==> src/rtl/steer_pkg.sv <==
package steer_pkg;
  localparam int PIPE_CNT = 4;
  localparam int SLOT_CNT = 2;
  localparam int CLASS_W  = 3;
  localparam int PIPE_I   = 0;
  localparam int PIPE_J   = 1;
  localparam int PIPE_L   = 2;
  localparam int PIPE_F   = 3;

  typedef enum logic [CLASS_W-1:0] {
    CLS_SIMPLE  = 3'd0,
    CLS_COMPLEX = 3'd1,
    CLS_MEM     = 3'd2,
    CLS_FLOAT   = 3'd3,
    CLS_RESERVE = 3'd4,
    CLS_SYNC    = 3'd5,
    CLS_SPARE6  = 3'd6,
    CLS_SPARE7  = 3'd7
  } instClass_e;

  typedef logic [PIPE_CNT-1:0] pipeMask_t;

  // strobes from control to the lane registers
  typedef struct packed {
    pipeMask_t grant0;
    pipeMask_t grant1;
    logic      take0;
    logic      take1;
  } steerStrobe_t;
endpackage

==> src/rtl/steer_pick.sv <==
module steer_pick
  import steer_pkg::*;
#(
  parameter int SLOT_IDX = 0
) (
  input  logic               valid,
  input  logic [CLASS_W-1:0] clsRaw,
  input  logic               enable,
  input  pipeMask_t          freeMask,
  output pipeMask_t          grant,
  output logic               take
);
  // reservation work may only leave from the oldest slot
  localparam bit RESERVE_OK = (SLOT_IDX == 0);

  instClass_e cls;
  pipeMask_t  need;
  logic       flexible;
  logic       slotOk;

  always_comb begin
    cls      = instClass_e'(clsRaw);
    need     = '0;
    flexible = 1'b0;
    slotOk   = 1'b1;
    unique case (cls)
      CLS_SIMPLE:  flexible = 1'b1;
      CLS_MEM:     need[PIPE_L] = 1'b1;
      CLS_FLOAT:   need[PIPE_F] = 1'b1;
      CLS_RESERVE: begin
        need[PIPE_L] = 1'b1;
        need[PIPE_I] = 1'b1;
        slotOk       = RESERVE_OK;
      end
      CLS_SYNC: begin
        need[PIPE_I] = 1'b1;
        need[PIPE_L] = 1'b1;
        need[PIPE_F] = 1'b1;
      end
      default:     need[PIPE_I] = 1'b1;
    endcase
  end

  always_comb begin
    grant = '0;
    take  = 1'b0;
    if (valid && enable && slotOk) begin
      if (flexible) begin
        if (freeMask[PIPE_I]) begin
          grant[PIPE_I] = 1'b1;
          take          = 1'b1;
        end else if (freeMask[PIPE_J]) begin
          grant[PIPE_J] = 1'b1;
          take          = 1'b1;
        end
      end else if ((need & ~freeMask) == '0) begin
        grant = need;
        take  = 1'b1;
      end
    end
  end
endmodule

==> src/rtl/steer_ctrl.sv <==
module steer_ctrl
  import steer_pkg::*;
(
  input  logic               clk,
  input  logic               rst,
  input  logic               slot0Valid,
  input  logic [CLASS_W-1:0] slot0Class,
  input  logic               slot1Valid,
  input  logic [CLASS_W-1:0] slot1Class,
  input  pipeMask_t          pipeBusy,
  output steerStrobe_t       strobe,
  output logic               slot0Ready,
  output logic               slot1Ready,
  output logic               stall
);
  logic               slotValid [SLOT_CNT];
  logic [CLASS_W-1:0] slotClass [SLOT_CNT];
  pipeMask_t          slotFree  [SLOT_CNT];
  pipeMask_t          slotGrant [SLOT_CNT];
  logic               slotEn    [SLOT_CNT];
  logic               slotTake  [SLOT_CNT];

  assign slotValid[0] = slot0Valid;
  assign slotValid[1] = slot1Valid;
  assign slotClass[0] = slot0Class;
  assign slotClass[1] = slot1Class;

  // older slot sees every idle pipe; younger sees what is left and
  // only gets a turn once the older one has gone
  for (genvar s = 0; s < SLOT_CNT; s++) begin : g_slot
    if (s == 0) begin : g_head
      assign slotFree[s] = ~pipeBusy;
      assign slotEn[s]   = 1'b1;
    end else begin : g_tail
      assign slotFree[s] = slotFree[s-1] & ~slotGrant[s-1];
      assign slotEn[s]   = slotTake[s-1];
    end
    steer_pick #(.SLOT_IDX(s)) i_pick (
      .valid   (slotValid[s]),
      .clsRaw  (slotClass[s]),
      .enable  (slotEn[s]),
      .freeMask(slotFree[s]),
      .grant   (slotGrant[s]),
      .take    (slotTake[s])
    );
  end

  always_comb begin
    strobe.grant0 = slotGrant[0];
    strobe.grant1 = slotGrant[1];
    strobe.take0  = slotTake[0];
    strobe.take1  = slotTake[1];
  end

  assign slot0Ready = slotTake[0];
  assign slot1Ready = slotTake[1];
  assign stall      = (slot0Valid & ~slotTake[0]) | (slot1Valid & ~slotTake[1]);

  p_one_owner_r1: assert property (@(posedge clk) disable iff (rst)
    (strobe.grant0 & strobe.grant1) == '0);

  p_in_order_r8: assert property (@(posedge clk) disable iff (rst)
    slot1Ready |-> (slot0Valid && slot0Ready));

  p_busy_kept_r9: assert property (@(posedge clk) disable iff (rst)
    ((strobe.grant0 | strobe.grant1) & pipeBusy) == '0);

  p_reserve_slot_r5: assert property (@(posedge clk) disable iff (rst)
    (slot1Ready && slot1Class == CLS_RESERVE) |-> 1'b0);

  p_reserve_pair_r5: assert property (@(posedge clk) disable iff (rst)
    (slot0Ready && slot0Class == CLS_RESERVE) |->
      (strobe.grant0[PIPE_I] && strobe.grant0[PIPE_L]));

  p_sync_all_r6: assert property (@(posedge clk) disable iff (rst)
    (slot0Ready && slot0Class == CLS_SYNC) |->
      (strobe.grant0[PIPE_I] && strobe.grant0[PIPE_L] && strobe.grant0[PIPE_F]));

  p_taken_has_pipe_r1: assert property (@(posedge clk) disable iff (rst)
    $countones(strobe.grant1) <= 1);
endmodule

==> src/rtl/steer_lanes.sv <==
module steer_lanes
  import steer_pkg::*;
#(
  parameter int DATA_W = 16
) (
  input  logic                       clk,
  input  logic                       rst,
  input  steerStrobe_t               strobe,
  input  logic [DATA_W-1:0]          slot0Data,
  input  logic [DATA_W-1:0]          slot1Data,
  output pipeMask_t                  dispValid,
  output pipeMask_t                  dispSlot,
  output logic [PIPE_CNT*DATA_W-1:0] laneData
);
  for (genvar p = 0; p < PIPE_CNT; p++) begin : g_lane
    logic [DATA_W-1:0] laneQ;
    always_ff @(posedge clk) begin
      if (rst) begin
        dispValid[p] <= 1'b0;
        dispSlot[p]  <= 1'b0;
        laneQ        <= '0;
      end else begin
        dispValid[p] <= strobe.grant0[p] | strobe.grant1[p];
        dispSlot[p]  <= strobe.grant1[p];
        if (strobe.grant1[p])      laneQ <= slot1Data;
        else if (strobe.grant0[p]) laneQ <= slot0Data;
        else                       laneQ <= '0;
      end
    end
    assign laneData[p*DATA_W +: DATA_W] = laneQ;
  end

  p_follow_grant_r10: assert property (@(posedge clk) disable iff (rst)
    1'b1 |=> dispValid == $past(strobe.grant0 | strobe.grant1));

  p_slot_implies_valid_r10: assert property (@(posedge clk) disable iff (rst)
    (dispSlot & ~dispValid) == '0);
endmodule

==> src/rtl/steer_unit.sv <==
module steer_unit
  import steer_pkg::*;
#(
  parameter int DATA_W = 16
) (
  input  logic                       clk,
  input  logic                       rst,
  input  logic                       slot0Valid,
  input  logic [CLASS_W-1:0]         slot0Class,
  input  logic [DATA_W-1:0]          slot0Data,
  input  logic                       slot1Valid,
  input  logic [CLASS_W-1:0]         slot1Class,
  input  logic [DATA_W-1:0]          slot1Data,
  input  logic [PIPE_CNT-1:0]        pipeBusy,
  output logic                       slot0Ready,
  output logic                       slot1Ready,
  output logic                       stall,
  output logic [PIPE_CNT-1:0]        dispValid,
  output logic [PIPE_CNT-1:0]        dispSlot,
  output logic [PIPE_CNT*DATA_W-1:0] laneData
);
  steerStrobe_t strobe;

  steer_ctrl i_ctrl (
    .clk       (clk),
    .rst       (rst),
    .slot0Valid(slot0Valid),
    .slot0Class(slot0Class),
    .slot1Valid(slot1Valid),
    .slot1Class(slot1Class),
    .pipeBusy  (pipeBusy),
    .strobe    (strobe),
    .slot0Ready(slot0Ready),
    .slot1Ready(slot1Ready),
    .stall     (stall)
  );

  steer_lanes #(.DATA_W(DATA_W)) i_lanes (
    .clk      (clk),
    .rst      (rst),
    .strobe   (strobe),
    .slot0Data(slot0Data),
    .slot1Data(slot1Data),
    .dispValid(dispValid),
    .dispSlot (dispSlot),
    .laneData (laneData)
  );
endmodule

==> config.mk <==
export PLATFORM = sky130hd
export DESIGN_NAME = steer_unit
export DESIGN_NICKNAME = d
export VERILOG_FILES = /design/src/rtl/steer_pkg.sv /design/src/rtl/steer_pick.sv /design/src/rtl/steer_ctrl.sv /design/src/rtl/steer_lanes.sv /design/src/rtl/steer_unit.sv
export SDC_FILE = /design/constraint.sdc
export NUM_CORES = 1
export LEC_CHECK = 0
export BUFFER_PORTS_ARGS = -buffer_cell sky130_fd_sc_hd__buf_2
export CORE_MARGIN = 1
export CORE_UTILIZATION = 37
export CTS_CLUSTER_SIZE = 20
export DETAILED_ROUTE_END_ITERATION = 10
export GPL_ROUTABILITY_DRIVEN = 1
export GPL_TIMING_DRIVEN = 0
export PLACE_DENSITY = 0.68
export SYNTH_ARGS = -nofsm -noshare
export SYNTH_HDL_FRONTEND = slang
export SYNTH_SLANG_ARGS = --single-unit
==> constraint.sdc <==
create_clock -name clk -period 1.8 [get_ports clk]
set_clock_uncertainty 0.05 [all_clocks]
set_input_delay 0.27 -clock clk [delete_from_list [all_inputs] [get_ports clk]]
set_output_delay 0.27 -clock clk [all_outputs]
set_load 0.01 [all_outputs]
**Word-level counts from Yosys, hierarchy flattened**

Cells that the tools add are included.

- Eq/ne operators: 8
- Multiplexer cells: 39
- Bitwise logic cells: 16
- Reductions and logical operators: 12

Operators with widths:

| operator | number |
|---|---|
| $mux 16 | 8 |
| $mux 1 | 23 |
| $mux 4 | 4 |
| $not 4->4 | 4 |
| $and 4x4->4 | 3 |
| $eq 3x2->1 const B | 4 |
| $eq 3x3->1 const B | 4 |
| $reduce_or 3->1 | 4 |
| $logic_not 4->1 | 2 |
| $mux 2 | 4 |
| $logic_not 3->1 | 2 |
| $or 1x1->1 | 5 |
| $reduce_or 2->1 | 2 |
| $and 1x1->1 | 2 |
| $logic_and 1x1->1 | 2 |
| $not 1->1 | 2 |

- Bits in registers: 72
- Logic and storage cells: 87

**Longest topological paths before layout**

- Depth in word-level cells: 19
- Gate-level depth with buffers: 8

**By module**

Synthesis repeated with hierarchy kept, for this count alone.

- Cells, all modules: 368
- Area total of the unflattened synthesis: 3050.4 um2

By module, submodules not included:

| module | times used | cells each | area an instance (um2) | seq. area each (um2) |
|---|---|---|---|---|
| steer_lanes | 1 | 310 | 2682.6 | 1441.4 |
| steer_pick (i_ctrl.g_slot[1].i_pick) | 1 | 24 | 158.9 | 0.0 |
| steer_pick (i_ctrl.g_slot[0].i_pick) | 1 | 20 | 140.1 | 0.0 |
| steer_ctrl | 1 | 14 | 68.8 | 0.0 |

**Worst setup path after synthesis**

No wires, ideal clock.

- Path type: input to register
- Start: input port slot0Class[0]
- End: register i_lanes.g_lane[3].laneQ[5]
- Setup time: 59 ps
- Data arrival time: 1716 ps
- Required time: 1691 ps
- Slack: -25 ps
- Stages: 8
- Path buffers: 2
- Cell sequence: buf_6 -> mux2i_1 -> o21ai_2 -> nor2_2 -> nand2_2 -> a2111oi_4 -> buf_6 -> a22o_1

- Cells in the longest elaborated chain, start to end: 17
- Elaborated cells on any way between the ends: 33
- Classes of those cells: eq/ne: 4; mux: 16; bitwise: 5; reduce/logical: 8

RTL lines:

| what | line | text |
|---|---|---|
| from (decl) | steer_unit.sv:9 | `input logic [CLASS_W-1:0] slot0Class,` |
| $eq 3x2->1, or another cell as far along | steer_pick.sv:26 | `unique case (cls)` |
| $reduce_or 3->1 (no source line) / $reduce_or 2->1 (equally long branches) | n/a |  |
| $mux 1 | steer_pick.sv:26 |  |
| $and 4x4->4 | steer_pick.sv:56 | `end else if ((need & ~freeMask) == '0) begin` |
| $logic_not 4->1 | steer_pick.sv:56 |  |
| $mux 4 | steer_pick.sv:56 |  |
| $mux 2 | steer_pick.sv:48 | `if (flexible) begin` |
| $mux 4 | steer_pick.sv:47 | `if (valid && enable && slotOk) begin` |
| $not 4->4 | steer_ctrl.sv:35 | `assign slotFree[s] = slotFree[s-1] & ~slotGrant[s-1];` |
| $and 4x4->4 | steer_ctrl.sv:35 |  |
| $not 4->4 | steer_pick.sv:56 |  |
| $and 4x4->4 | steer_pick.sv:56 |  |
| $logic_not 4->1 | steer_pick.sv:56 |  |
| $mux 4 | steer_pick.sv:56 |  |
| $mux 2 | steer_pick.sv:48 |  |
| $mux 4 | steer_pick.sv:47 |  |
| $mux 16 (*) | steer_lanes.sv:25 | `if (strobe.grant1[p]) laneQ <= slot1Data;` |
| to (signal assigned) | steer_lanes.sv:25 |  |
| to (signal assigned) | steer_lanes.sv:26 | `else if (strobe.grant0[p]) laneQ <= slot0Data;` |
| to (decl) | steer_lanes.sv:16 | `logic [DATA_W-1:0] laneQ;` |

Mark *: on every way between the ends. The rest lies on a longest branch, timed or not.
A chain may end at the register's enable or synchronous reset.

**Final worst setup path**

- Start: input port slot0Class[1]
- End: output port stall

- Cells in the longest elaborated chain, start to end: 19
- Elaborated cells on any way between the ends: 38
- Classes of those cells: eq/ne: 4; mux: 16; bitwise: 10; reduce/logical: 8

RTL lines:

| what | line | text |
|---|---|---|
| $eq 3x2->1, or another cell as far along | steer_pick.sv:26 |  |
| $reduce_or 3->1 (no source line) / $reduce_or 2->1 (equally long branches) | n/a |  |
| $mux 1 | steer_pick.sv:26 |  |
| $and 4x4->4 | steer_pick.sv:56 |  |
| $logic_not 4->1 | steer_pick.sv:56 |  |
| $mux 4 | steer_pick.sv:56 |  |
| $mux 2 | steer_pick.sv:48 |  |
| $mux 4 | steer_pick.sv:47 |  |
| (+3 left out) | n/a |  |
| $and 4x4->4 | steer_pick.sv:56 |  |
| $logic_not 4->1 | steer_pick.sv:56 |  |
| $mux 1 | steer_pick.sv:56 |  |
| $mux 1 | steer_pick.sv:48 |  |
| $mux 1 | steer_pick.sv:47 |  |
| $not 1->1 | steer_ctrl.sv:57 | `assign stall = (slot0Valid & ~slotTake[0]) \| (slot1Valid & ~slotTake[1]);` |
| $and 1x1->1 | steer_ctrl.sv:57 |  |
| $or 1x1->1 (*) | steer_ctrl.sv:57 |  |
| to (decl) | steer_unit.sv:17 | `output logic stall,` |

Marked as above.

==> tab_implementation.tex <==
\begin{tabular}{lr}
\hline
Metric & Value \\
\hline
\multicolumn{2}{l}{\textbf{Floorplanning}} \\
Die area & 0.00739 mm\^{}2 \\
Starting Density & 0.384 \\
Vertical die dimension & 86.0 um \\
Area of the core & 0.00679 mm\^{}2 \\
Die boundary width & 86.0 um \\
Total I/O pin count & 121 \\
Row Count & 30 \\
\multicolumn{2}{l}{\textbf{Synthesis}} \\
Post-Syn Nets & 265 \\
Register bit count reported by yosys & 72 \\
Top flip-flop cell by instance count after synthesis & dfxtp\_1 \\
Part of the Yosys area used for sequential elements & 0.552 \\
Synthesized netlist cell count & 219 \\
Async set-or-reset flop fraction in the synthesized netlist & 0 \\
Average cell area after synthesis & 11.9 um\^{}2 \\
Total number of yosys warnings & 0 \\
Number of enable flip-flop cells after synthesis & 0 \\
Mapped cell area & 0.00261 mm\^{}2 \\
Number of distinct standard cells referenced by the synthesized netlist & 42 \\
\multicolumn{2}{l}{\textbf{Drt}} \\
Vias per Instance & 5.01 \\
1st-iter DRT viols & 67 \\
Detailed-routing iteration count for the pre-antenna-repair pass & 5 \\
Routed WL & 7110 um \\
Total via count after detailed routing & 2295 \\
Antenna Nets Post-Route & 0 \\
Mean routed wirelength per cell & 15.5 um \\
Total DRC errors in the routed layout & 0 \\
\multicolumn{2}{l}{\textbf{Worst setup path}} \\
Critical path class & in2out \\
CP Capture Type & primary output \\
Slowest CP cell & o211a\_4 \\
Most repeated library cell on the critical path & a21o\_1 \\
Crit path launch type & input port \\
Cells along the critical path & buf\_12, nand2b\_4, o211a\_4, o21ai\_4, nand3\_2, a21o\_1, a21o\_1, buf\_2 \\
Required time of the critical path & 1.48 ns \\
Maximum fanout along the worst path & 8 \\
Max stage delay on crit path & 0.24 ns \\
Data arrival, critical path & 1.47 ns \\
\multicolumn{2}{l}{\textbf{Timing}} \\
Final setup violating endpoints & 0 \\
Final count of hold timing violations & 0 \\
Final-report max-slew violation count & 0 \\
Crit path time final & 1.79 ns \\
Unrepaired setup endpoints after global routing & yes \\
Post-route worst hold slack & 0.121 ns \\
Highest clock frequency the design can meet & 0.559 GHz \\
Period Utilization, post-route & 0.994 \\
Worst-Margin Slew & 0.659 ns \\
Slew HR & 0.560 \\
\multicolumn{2}{l}{\textbf{Placed design}} \\
Cell area after placement & 0.00332 mm\^{}2 \\
IO Port Bufs & 116 \\
Gp weighted congestion & 0.870 \\
Placed cell count & 431 \\
Detailed placement HPWL & 4770 um \\
\multicolumn{2}{l}{\textbf{Finish}} \\
Layout net count & 403 \\
Summed area of non-filler cells in the final layout & 0.00374 mm\^{}2 \\
Proportion of layout cells with a drive suffix above 1 & 0.508 \\
Number of standard cells in the layout, taps in and fillers out & 458 \\
Layout Utilization & 0.551 \\
Antenna cell count & 0 \\
Layout area overhead & 43.3\% \\
Commonest non-fill, non-tap cell in the layout & buf\_2 \\
Commonest cells after routing, fill and taps aside & buf\_2, dfxtp\_1, a22o\_1 \\
FILL cells & 603 \\
\multicolumn{2}{l}{\textbf{GRT}} \\
Global route overflow & 0 \\
First-pass GRT wire length & 10600 um \\
Via count of the first global-routing pass & 2101 \\
Pin count of the biggest net entering global routing & 13 \\
Antenna violations before repair & 0 \\
Combined global-route utilization of all metal layers & 0.189 \\
\multicolumn{2}{l}{\textbf{Clock network}} \\
Clock-pin transition on the worst setup and hold timing paths & 0.08 ns \\
Root buffer selected by CTS & clkbuf\_8 \\
Maximum count of clock buffers along a single path & 2 \\
Hold-fix buffer count after cts & 0 \\
CTS sink count & 72 \\
TritonCTS clock tree & built \\
Number of buffers created by CTS & 9 \\
\# H-tree levels & 3 \\
\multicolumn{2}{l}{\textbf{Power and ir drop}} \\
Total power per unit cell area & 913 mW/mm\^{}2 \\
Static leakage & 1.84 nW \\
Maximum VDD drop & 406 uV \\
\multicolumn{2}{l}{\textbf{Run}} \\
Max-cap violations & 0 \\
\multicolumn{2}{l}{\textbf{Hold path}} \\
Class of the tightest hold or removal check & in2reg \\
\multicolumn{2}{l}{\textbf{Outcome}} \\
Run status & finished, final reports clean \\
\hline
\end{tabular}
-- flip-flops by register name (all words and copies together) (netlist names) --
name	flops
i_lanes.g_lane.laneQ	64
i_lanes.dispValid	4
i_lanes.dispSlot	4
-- worst max-delay path: cells and delay by family --
family	cells	cell delay [ns]
AO/OA/AOI/OAI	4	0.73
AND/OR/NAND/NOR	2	0.22
buffers and inverters	2	0.25
-- cell type report --
type                            count  area, um^2  share of cell area
Tap cell                           96         120              0.0321
Timing Repair Buffer              127         701               0.187
Clock inverter                      4        76.3              0.0204
Multi-Input combinational cell    129        1120               0.300
Sequential cell                    72        1440               0.385
Inverter                            5        18.8             0.00502
Clock buffer                       12         155              0.0415
Buffer                             13         106              0.0284
-- cells by family (layout without fill, tap and decap cells) --
kind of cell | Yosys count | count (layout) | share of synthesized area
AOI/OAI and AO/OA | 90 | 90 | 0.293
buffers and inverters | 18 | 161 | 0.0422
DFF | 72 | 72 | 0.552
muxes | 3 | 3 | 0.0120
and+or+nand+nor | 36 | 36 | 0.101
-- cell usage after synthesis, types with 2 or more instances --
master / instances / share of area
nand2_1: 4 / 0.0058
a21oi_1: 5 / 0.0096
mux2i_1: 2 / 0.0077
nor2_4: 2 / 0.0086
buf_6: 4 / 0.017
o21ai_1: 2 / 0.0038
a21o_1: 3 / 0.0086
o21a_1: 2 / 0.0058
nor2_2: 2 / 0.0048
a22o_1: 64 / 0.21
inv_1: 4 / 0.0058
nand3_1: 2 / 0.0038
and2b_1: 2 / 0.0058
nor2_1: 9 / 0.013
clkbuf_1: 3 / 0.0043
dfxtp_1: 72 / 0.55
buf_2: 4 / 0.0077
o21ai_0: 4 / 0.0077
or2_2: 3 / 0.0072
buf_4: 2 / 0.0058
nand2b_4: 2 / 0.011
nor2b_1: 2 / 0.0048
-- stage by stage --
stage | power, mW | setup TNS, ns | worst slack [ns]
4_1_cts | 3.39 | -0.00522 | -0.00522
6_report | 3.42 | 0 | 0.0101
2_1_floorplan | 1.81 | -0.0590 | -0.0107
3_3_place_gp | 1.95 | -17.71 | -0.490
5_1_grt | 3.52 | -0.410 | -0.0433
3_5_place_dp | 1.96 | -17.97 | -0.471
-- power breakdown --
part	switching [mW]	internal, mW
Clock	0.585	0.859
Sequential	0.00602	1.62
Combinational	0.188	0.160
Total	0.779	2.64
-- repair_timing --
action / CTS / global route
cloned: 0 / 1
setup buffers: 7 / 3
pin swaps: 6 / 9
resized for setup: 9 / 12
setup endpoints to repair: 18 / 42
-- per-layer routing --
metal  share of wire  global-route usage  vias up
li1                -                   -     1104
met1            0.44               0.229     1087
met2            0.49               0.318       87
met3           0.050              0.0433       17
met4           0.029              0.0894        0
met5               0                   0        -
-- final timing paths --
kind          start                           to  slack (ns)  cells after the start
max   slot0Class[1]                        stall        0.01                      8
min   slot1Data[12]  i_lanes.g_lane[3].laneQ[12]        0.12                      2
(Power assumes the default switching activity.)
